$ cat config.mk
export PLATFORM = sky130hd
export DESIGN_NAME = rstc_top
export DESIGN_NICKNAME = d
export VERILOG_FILES = /design/src/rtl/rstc_pkg.sv /design/src/rtl/rstc_sync.sv /design/src/rtl/rstc_qual.sv /design/src/rtl/rstc_pulse.sv /design/src/rtl/rstc_top.sv
export SDC_FILE = /design/constraint.sdc
export NUM_CORES = 1
export LEC_CHECK = 0
export BUFFER_PORTS_ARGS = -buffer_cell sky130_fd_sc_hd__buf_2
export CAP_MARGIN = 20
export CORE_MARGIN = 2
export CORE_UTILIZATION = 42
export DETAILED_ROUTE_END_ITERATION = 8
export MAX_ROUTING_LAYER = met4
export PLACE_DENSITY_LB_ADDON = 0.08
export SKIP_LAST_GASP = 1
export SLEW_MARGIN = 15
export SYNTH_ARGS = -nofsm -noshare
export SYNTH_HDL_FRONTEND = slang
export SYNTH_SLANG_ARGS = --single-unit
$ cat constraint.sdc
create_clock -name clk_i -period 3.4 [get_ports clk_i]
set_input_delay 0.51 -clock clk_i [delete_from_list [all_inputs] [get_ports clk_i]]
set_output_delay 0.51 -clock clk_i [all_outputs]
set_load 0.1 [all_outputs]
$ cat src/rtl/rstc_pkg.sv
package rstc_pkg;
   // width needed to hold the values 0..n
   function automatic int unsigned cnt_w(input int unsigned n);
      return (n < 2) ? 1 : $clog2(n + 1);
   endfunction
endpackage

$ cat src/rtl/rstc_sync.sv
module rstc_sync #(
   parameter int unsigned STAGES = 2
) (
   input  logic clk_i,
   input  logic por_ni,
   input  logic d_i,
   output logic q_o
);
   generate
      if (STAGES < 2) begin : g_bad
         $error("rstc_sync: STAGES must be at least 2");
      end
   endgenerate

   logic [STAGES-1:0] chain_q;

   generate
      for (genvar i = 0; i < STAGES; i++) begin : g_stage
         if (i == 0) begin : g_first
            always_ff @(posedge clk_i or negedge por_ni) begin
               if (!por_ni) chain_q[i] <= 1'b0;
               else         chain_q[i] <= d_i;
            end
         end else begin : g_next
            always_ff @(posedge clk_i or negedge por_ni) begin
               if (!por_ni) chain_q[i] <= 1'b0;
               else         chain_q[i] <= chain_q[i-1];
            end
         end
      end
   endgenerate

   assign q_o = chain_q[STAGES-1];
endmodule

$ cat src/rtl/rstc_qual.sv
module rstc_qual #(
   parameter int unsigned CLKS_PER_MC = 12,
   parameter int unsigned HOLD_MC     = 2
) (
   input  logic clk_i,
   input  logic por_ni,
   input  logic level_i,
   output logic hit_o
);
   import rstc_pkg::*;
   localparam int unsigned HOLD_CLKS = CLKS_PER_MC * HOLD_MC;
   localparam int unsigned QW        = cnt_w(HOLD_CLKS);

   generate
      if (CLKS_PER_MC == 0 || HOLD_MC == 0) begin : g_bad
         $error("rstc_qual: qualification window must be non-zero");
      end
   endgenerate

   logic [QW-1:0] run_q;

   always_ff @(posedge clk_i or negedge por_ni) begin
      if (!por_ni)                     run_q <= '0;
      else if (!level_i)               run_q <= '0;
      else if (run_q != QW'(HOLD_CLKS)) run_q <= run_q + 1'b1;
   end

   assign hit_o = (run_q == QW'(HOLD_CLKS));

   // a low sample always clears qualification on the next edge
   a_r3_low_clears : assert property (@(posedge clk_i) disable iff (!por_ni)
      !level_i |=> !hit_o);
   // qualification can only be reached after a high sample
   a_r2_rise_needs_high : assert property (@(posedge clk_i) disable iff (!por_ni)
      (!hit_o && !level_i) |=> !hit_o);
endmodule

$ cat src/rtl/rstc_pulse.sv
module rstc_pulse #(
   parameter int unsigned PULSE_CLKS = 98
) (
   input  logic clk_i,
   input  logic por_ni,
   input  logic start_i,
   input  logic dis_i,
   output logic busy_o,
   output logic drv_o
);
   import rstc_pkg::*;
   localparam int unsigned PW = cnt_w(PULSE_CLKS);

   generate
      if (PULSE_CLKS == 0) begin : g_bad
         $error("rstc_pulse: PULSE_CLKS must be non-zero");
      end
   endgenerate

   logic [PW-1:0] left_q;
   logic          en_q;

   always_ff @(posedge clk_i or negedge por_ni) begin
      if (!por_ni) begin
         left_q <= '0;
         en_q   <= 1'b0;
      end else if (start_i) begin
         left_q <= PW'(PULSE_CLKS);
         en_q   <= !dis_i;
      end else if (left_q != '0) begin
         left_q <= left_q - 1'b1;
      end
   end

   assign busy_o = (left_q != '0);
   assign drv_o  = busy_o && en_q;

   // an enabled strobe starts the drive on the next cycle
   a_r5_start_drives : assert property (@(posedge clk_i) disable iff (!por_ni)
      (start_i && !dis_i) |=> drv_o);
   // a suppressed strobe never drives
   a_r6_suppressed : assert property (@(posedge clk_i) disable iff (!por_ni)
      (start_i && dis_i) |=> (!drv_o && busy_o));
   // without a new strobe the drive can only end together with the window
   a_r9_hold_enable : assert property (@(posedge clk_i) disable iff (!por_ni)
      (drv_o && !start_i) |=> (drv_o || !busy_o));
endmodule

$ cat src/rtl/rstc_top.sv
module rstc_top #(
   parameter int unsigned SYNC_STAGES = 2,
   parameter int unsigned CLKS_PER_MC = 12,
   parameter int unsigned HOLD_MC     = 2,
   parameter int unsigned PULSE_CLKS  = 98
) (
   input  logic clk_i,
   input  logic por_ni,
   input  logic rst_pin_i,
   input  logic wdt_expire_i,
   input  logic drv_disable_i,
   output logic rst_int_o,
   output logic rst_drv_o
);
   logic pin_s;
   logic pin_hit;
   logic wdt_busy;

   rstc_sync #(.STAGES(SYNC_STAGES)) i_sync (
      .clk_i  (clk_i),
      .por_ni (por_ni),
      .d_i    (rst_pin_i),
      .q_o    (pin_s)
   );

   rstc_qual #(.CLKS_PER_MC(CLKS_PER_MC), .HOLD_MC(HOLD_MC)) i_qual (
      .clk_i   (clk_i),
      .por_ni  (por_ni),
      .level_i (pin_s),
      .hit_o   (pin_hit)
   );

   rstc_pulse #(.PULSE_CLKS(PULSE_CLKS)) i_pulse (
      .clk_i   (clk_i),
      .por_ni  (por_ni),
      .start_i (wdt_expire_i),
      .dis_i   (drv_disable_i),
      .busy_o  (wdt_busy),
      .drv_o   (rst_drv_o)
   );

   assign rst_int_o = pin_hit || wdt_busy;

   // the pin is never driven without the internal reset
   a_r7_drv_in_reset : assert property (@(posedge clk_i) disable iff (!por_ni)
      rst_drv_o |-> rst_int_o);
   // a low synchronized pin with no watchdog window releases reset next cycle
   a_r4_release : assert property (@(posedge clk_i) disable iff (!por_ni)
      (!pin_s && !wdt_busy && !wdt_expire_i) |=> !rst_int_o);
   // immediately after power-on reset both outputs are low
   a_r1_por_quiet : assert property (@(posedge clk_i)
      $rose(por_ni) |-> (!rst_int_o && !rst_drv_o));
endmodule

### Word-level counts from Yosys, hierarchy flattened

Cells that the tools add are included.

* flip-flop bits (word level): 15
* input port bits: 5
* logic and storage cells: 19

* $add $sub $neg: 2
* eq/ne operators: 3
* mux-type cells: 4
* reduce and logical (&&, ||, !) cells: 5

Operators with widths (number)
* 2-to-1 mux 7 bit: 2
* 2-to-1 mux 5 bit: 2
* nonzero test 7 bit: 1
* subtractor 7 x 1 -> 7 bit (second input constant): 1
* adder 5 x 1 -> 5 bit (second input constant): 1
* equality test 5 bit (second input constant): 1
* != test 5 bit (second input constant): 1
* != test 2 x 1 -> 1 bit (second input constant): 1
* nonzero test 2 bit: 1
* logical AND 1 bit: 1
* zero test 1 bit: 1
* logical OR 1 bit: 1

### Depth between registers and ports, before layout

Gate-level depths: netlist (run 1).

* word-level depth: 3
* depth in mapped cells: 5
* mapped depth without buffers: 5

### Cells and area by module

From an unflattened synthesis (run 1), not the netlist that was laid out.

* cell total of the unflattened synthesis: 71
* area, all modules: 754.5 um2

Modules (own cells, without submodules)
* rstc_pulse: instances 1, cells each 41, area each 410.4 um2, sequential area each 200.2 um2
* rstc_qual: instances 1, cells each 27, area each 287.8 um2, sequential area each 125.1 um2
* rstc_sync: instances 1, cells each 2, area each 50.0 um2, sequential area each 50.0 um2
* rstc_top: instances 1, cells each 1, area each 6.3 um2, sequential area each 0.0 um2

### Least setup slack after synthesis (run 1)

OpenSTA, ideal clock, no wires.

* kind: reg2out
* start: reg i_pulse.left_q[0]
* end: out rst_drv_o
* arrival: 2197 ps
* setup slack: 693 ps
* cell stages (with the launch flop): 6
* path through: dfrtp_1 -> inv_1 -> ha_1 -> or4b_4 -> nor3_4 -> nor2b_1

* word-level cells in the longest chain between the ends: 2

Ends and longest elaborated chain
* start: declaration: line rstc_pulse.sv:20 `logic [PW-1:0] left_q;`
* start signal: assignment: line rstc_pulse.sv:28 `left_q <= PW'(PULSE_CLKS);`
* start signal: assignment: line rstc_pulse.sv:31 `left_q <= left_q - 1'b1;`
* nonzero test 7 bit: line rstc_pulse.sv:35 `assign busy_o = (left_q != '0);`
* logical AND 1 bit: line rstc_pulse.sv:36 `assign drv_o = busy_o && en_q;`
* end: declaration: line rstc_top.sv:13 `output logic rst_drv_o`

No other way between the ends.

### Final worst setup path (run 1)

* start: reg i_pulse.left_q[0]
* end: out rst_int_o

* word-level cells in the longest chain between the ends: 2

Ends and longest elaborated chain
* nonzero test 7 bit: line rstc_pulse.sv:35
* logical OR 1 bit: line rstc_top.sv:42 `assign rst_int_o = pin_hit || wdt_busy;`
* end: declaration: line rstc_top.sv:12 `output logic rst_int_o,`

No other way between the ends.

==> results_dict.tcl, run 1 <==
set metrics [dict create \
    yosysUniqueCellTypes 27 \
    power_density_mw_per_mm2 450 \
    r2r_cells 5 \
    layout.nets 83 \
    dp.cells 86 \
    syn_inst 64 \
    hold_viol 0 \
    netlist_area_um2 721 \
    insertedDiodeCount 0 \
    power_leakage_nw 0.372 \
    fill_cells 158 \
    core-area_mm2 0.00156 \
    seq_area_frac_synth_pct 52.1 \
    rsz0062_at_grt "false" \
    cts.clk_slew.worst_paths_ns 0.09 \
    htreeDepth 1 \
    critical_path_class "reg2out" \
    synth_xor_xnor_area_share_pct 4.86 \
    post_cts_buffers 0 \
    place.gp.congestion 0.821 \
    syn_to_final_growth_pct 10.8 \
    crit_family "simple AND/OR/NAND/NOR gates" \
    critical_path_peak_fanout 6 \
    io_buffer_count 6 \
    power_mw 0.359 \
    drive_above_1_share_pct 20.3 \
    clock_latency_ns 0.28 \
    route.met3.wl_um 46 \
    initial_utilization_pct 46.2 \
    finalSetupViolCount 0 \
    avgSynthCellArea_um2 11.3 \
    cts_made_buffers 3 \
    top_layer "met4" \
    wirelength_um 1210 \
    cp.depth 6 \
    setup_tns_ns 0 \
    track_usage_pct 14.6 \
    drv_slew 0 \
    grt_max_degree 16 \
    synth_top_family_by_area "simple AND/OR/NAND/NOR gates" \
    synthTopCellsByCount "dfrtp_1, inv_1, nand3_1, o21ai_0" \
    ys_async_sr_fraction_pct 100 \
    dp_hpwl_um 879 \
    vdd.ir_drop.worst_mv 0.268 \
    ctsResizeCount 0 \
    syn_nets 72 \
    fp-row-count 14 \
    ys_ff_latch 15 \
    antenna_found_initial 0 \
    synth-simple-area-share_pct 24.1 \
    rrSetupSlack_ns 1.70 \
    r2r_start "i_pulse.left_q[0]$_DFFE_PN0P_" \
    utilization_pct 51.2 \
    clkSinkCount 15 \
    synth_compound_area_share_pct 9.72 \
    io_pins 7 \
    cts_tree "yes" \
    slew_headroom_pct 61.7 \
    final.min_clock_period_ns 2.62 \
    synth_area_leader_cell "dfrtp_1" \
    die_h_um 45.4 \
    fin_skew_ns 0.00130 \
    finalCritPeriodShare_pct 76.9 \
    stdcell_count 90 \
    synth_top_area_share_pct 52.1 \
    drt_iter0_drc 18 \
    holdCritPathClass "in2async" \
    place_area_um2 771 \
    path_buf_inv 2 \
    ys_warn_count 0 \
    stdcell_area_um2 798 \
    synthAdderAreaFrac_pct 5.21 \
    required_ns 2.89 \
    crit_path_cell_trace "inv_1 -> ha_1 -> or4b_4 -> nor3_4 -> nand2_1 -> buf_2" \
    synth_area_leaders "dfrtp_1, ha_1, xnor2_1" \
    drc 0 \
    synth-edff-count 0 \
    maxCapViolations 0 \
    vias_per_cell 5.71 \
    grt_pass1_vias 500 \
    rr_endpoint "i_pulse.left_q[3]$_DFFE_PN0P_" \
    wl_met1_um 568 \
    die_x_um 45.4 \
    cp_slowest_cell "or4b_4" \
    cts_hold_buf 0 \
    dr.pass1.iters 4 \
    cpPeakStageDelay_ns 0.49 \
    wl_per_cell_um 13.4 \
    die-area_mm2 0.00206 \
    cts_buffer_depth 2 \
    worstMarginPinSlew_ns 0.567 \
    vias 514 \
    multi_input_area_um2 327 \
    crit_path_end_kind "output port" \
    synthMuxAreaShare_pct 1.39 \
    dr_wl_met2_um 576 \
    worst_ep_arrival_time_ns 2.11 \
    final-seq-area_um2 375 \
    fmax_mhz 382 \
    ys.flop_type "dfrtp_1" \
    overflow 0 \
    grt_pass1_wl_um 2070 \
    status "completed" \
    start_kind "flop" \
    root_buffer "clkbuf_4" \
    drtAntennaViolNets 0 \
    yosysMostFrequentCell "dfrtp_1" \
]
==> how the worst max path moves through the flow <==
stage | start | end | slack, ns
after detailed placement | i_pulse.left_q[0]$_DFFE_PN0P_ | rst_int_o | 1.10
after floorplan | i_pulse.left_q[0]$_DFFE_PN0P_ | rst_drv_o | 0.69
after CTS | i_pulse.left_q[0]$_DFFE_PN0P_ | rst_int_o | 0.77
final | i_pulse.left_q[0]$_DFFE_PN0P_ | rst_int_o | 0.78
after global routing | i_pulse.left_q[0]$_DFFE_PN0P_ | rst_int_o | 0.65
after global placement | i_pulse.left_q[0]$_DFFE_PN0P_ | rst_int_o | 1.13
==> where the power goes <==
group	switching, mW	internal [mW]
clock	0.0563	0.0436
combinational	0.0306	0.0221
sequential	0.0153	0.191
==> metrics by stage <==
step	hold slack, ns	setup WS [ns]
floorplan	0.214	0.693
global placement	0.334	1.13
detailed placement	0.343	1.10
CTS	0.115	0.773
global route	0.118	0.653
finish	0.114	0.785
==> placed cells by master (no fill, tap or decap), drive strengths merged, types with 3 or more instances in the layout <==
| master | n |
|---|---|
| nand3 | 4 |
| dfrtp | 15 |
| ha | 3 |
| xnor2 | 3 |
| buf | 6 |
| inv | 5 |
| clkbuf | 3 |
| and2 | 3 |
| o21ai | 4 |
| a21oi | 3 |
==> logic make-up (layout without fill, tap and decap cells) <==
kind of cell | after synthesis | count (layout)
flip-flops | 15 | 15
AND/OR/NAND/NOR | 25 | 25
multiplexers | 1 | 1
AO/OA/AOI/OAI | 11 | 11
adder cells (fa/ha/maj) | 3 | 3
XOR/XNOR | 4 | 4
buffers and inverters | 5 | 15
==> flip-flops by register name, summed over array words and instances (netlist names) <==
name / count
i_sync.q_o: 1
i_pulse.left_q: 7
i_sync.chain_q: 1
i_qual.run_q: 5
i_pulse.en_q: 1
==> layer usage <==
layer / track usage, % / up-vias
li1: - / 245
met5: - / -
met4: 7.06 / 0
met3: 3.57 / 2
met2: 23.9 / 10
met1: 16.6 / 257
==> cell type report <==
type                            instances  share of cell area, %
Clock buffer                            3                   2.82
Clock inverter                          1                  0.627
Inverter                                5                   2.35
Multi-Input combinational cell         44                   40.9
Sequential cell                        15                   47.0
Tap cell                               16                   2.51
Timing Repair Buffer                    6                   3.76
(Power assumes the default switching activity.)
==> run 2: changes to the inputs <==
==> constraint.sdc (replaced) <==
create_clock -name clk_i -period 2.6 [get_ports clk_i]
set_input_delay 0.39 -clock clk_i [delete_from_list [all_inputs] [get_ports clk_i]]
set_output_delay 0.39 -clock clk_i [all_outputs]
set_load 0.1 [all_outputs]
==> run 2 against run 1 <==
Utilization grew 1.2 points; count of clock-buffer cells in the layout up 1; non-clock buffer count rose by 1; final cell count rose by 1.1%; clock skew barely moved; highest routed layer unchanged; critical endpoint unchanged; clock power grew 28%; the flow now finishes with violations (negative hold slack); die area is the same; via count fell by 3.1%; setup slack got worse by 0.62 ns; wire length shrank 4.6%.
==> results_dict.tcl, run 2 (synthesized netlist as in run 1, its figures left out) <==
set metrics [dict create \
    status "finished with violations" \
    violations "negative hold slack" \
    clock_latency_ns 0.27 \
    cts_made_buffers 3 \
    htreeDepth 1 \
    vdd.ir_drop.worst_mv 0.273 \
    overflow 0 \
    finalCritPeriodShare_pct 93.8 \
    io_buffer_count 6 \
    final.min_clock_period_ns 2.44 \
    vias_per_cell 5.47 \
    cp_slowest_cell "or4b_4" \
    cts_hold_buf 0 \
    grt_max_degree 16 \
    grt_pass1_vias 548 \
    drtAntennaViolNets 0 \
    power_leakage_nw 0.380 \
    dp.cells 86 \
    power_density_mw_per_mm2 574 \
    crit_path_end_kind "output port" \
    rsz0062_at_grt "true" \
    finalSetupViolCount 0 \
    fmax_mhz 410 \
    crit_path_cell_trace "inv_1 -> ha_1 -> or4b_4 -> nor3_4 -> nand2_1 -> buf_6" \
    drive_above_1_share_pct 20.0 \
    die_x_um 45.4 \
    wl_per_cell_um 12.6 \
    drt_iter0_drc 3 \
    final_cell_mix "dfrtp_1, inv_1, o21ai_0, nand3_1, buf_2" \
    layout_commonest_cell "dfrtp_1" \
    gr-usage-met1_pct 15.6 \
    insertedDiodeCount 0 \
    hold_viol 7 \
    worst_hold_slack_ns -0.00397 \
    grt-busiest-layer "met2" \
    critical_path_class "reg2out" \
    antenna_found_initial 0 \
    worst_ep_arrival_time_ns 2.05 \
    start_kind "flop" \
    grt_use_met2_pct 25.6 \
    die-area_mm2 0.00206 \
    drc 0 \
    required_ns 2.21 \
    fill_cells 159 \
    maxCapViolations 0 \
    dr.pass1.iters 3 \
    fp-row-count 14 \
    holdCritPathClass "in2async" \
    critical_path_peak_fanout 6 \
    dp_hpwl_um 846 \
    track_usage_pct 15.2 \
    place_area_um2 771 \
    root_buffer "clkbuf_4" \
    cts.clk_slew.worst_paths_ns 0.08 \
    io_pins 7 \
    largest_reg_flops 7 \
    die_h_um 45.4 \
    drv_slew 0 \
    layout.nets 84 \
    cts_buffer_depth 2 \
    initial_utilization_pct 46.2 \
    reg_top3 "i_pulse.left_q: 7 flops, i_qual.run_q: 5 flops" \
    place.gp.congestion 0.821 \
    fin_skew_ns 0.00175 \
    utilization_pct 52.4 \
    wirelength_um 1150 \
    worstMarginPinSlew_ns 0.533 \
    vias 498 \
    stdcell_count 91 \
    groute.layer.met3.usage_pct 5.95 \
    multi_input_area_um2 327 \
    grt_pass1_wl_um 2130 \
    stdcell_area_um2 817 \
    final-seq-area_um2 375 \
    cpPeakStageDelay_ns 0.49 \
    slew_headroom_pct 63.9 \
    syn_to_final_growth_pct 13.4 \
    cts_tree "yes" \
    largest-register "i_pulse.left_q" \
    clkSinkCount 15 \
    core-area_mm2 0.00156 \
]
[run 2: cell count changes in the layout (fill, tap and decap cells not counted), sizes merged]
cell,previous run,this run
clkinv,1,0
buf,6,7
clkbuf,3,4
[run 2: final timing paths]
| kind | start | end | slack (ns) | depth (start not counted) |
|---|---|---|---|---|
| min in group clk_i | rst_pin_i | i_sync.chain_q[0]$_DFF_PN0_ | 0.22 | 1 |
| hold / removal | por_ni | i_pulse.left_q[6]$_DFFE_PN0P_ | -0.004 | 1 |
| setup / recovery | i_pulse.left_q[0]$_DFFE_PN0P_ | rst_int_o | 0.16 | 6 |
| setup reg to reg | i_pulse.left_q[0]$_DFFE_PN0P_ | i_pulse.left_q[3]$_DFFE_PN0P_ | 0.79 | 6 |
| hold reg to reg | i_sync.chain_q[0]$_DFF_PN0_ | i_sync.q_o$_DFF_PN0_ | 0.35 | 0 |
| max in group asynchronous | por_ni | i_pulse.left_q[1]$_DFFE_PN0P_ | 2.36 | 1 |
[run 2: stage by stage]
stage | total power [mW] | setup WS, ns | TNS [ns] | hold slack [ns]
finish | 0.469 | 0.161 | 0 | -0.00397
floorplan | 0.323 | 0.0129 | 0 | 0.0944
CTS | 0.475 | 0.108 | 0 | 0.000626
global placement | 0.344 | 0.447 | 0 | 0.311
detailed placement | 0.344 | 0.423 | 0 | 0.310
global route | 0.502 | -0.00244 | -0.00244 | 0.0114
[run 2: layout make-up]
cell class                      instances  area share [%]
Timing Repair Buffer                    7            6.13
Tap cell                               16            2.45
Multi-Input combinational cell         44            40.0
Sequential cell                        15            45.9
Clock buffer                            4            3.22
Inverter                                5            2.30
[run 2: power breakdown]
part | internal [mW] | switching (mW) | total (mW)
registers | 0.250 | 0.0196 | 0.270
clock network | 0.0595 | 0.0682 | 0.128
logic | 0.0307 | 0.0403 | 0.0710
total | 0.341 | 0.128 | 0.469
[run 2: timing repair]
action / CTS / global route
setup buffers: 0 / 1
gates resized for setup: 0 / 6
endpoints found under the setup margin: 0 / 2
[run 2: worst max-delay path, delay by kind of cell (launching register included)]
family / cells / cell delay [ns]
fa+ha+maj: 1 / 0.20
buf+inv: 2 / 0.29
flops: 1 / 0.38
simple gates: 3 / 0.91
[run 2: routing by layer]
| layer | share of wire (%) | wire (um) |
|---|---|---|
| met5 | 0 | 0 |
| met3 | 4.7 | 54 |
| met1 | 44 | 511 |
| met2 | 50 | 571 |
| met4 | 1.1 | 13 |
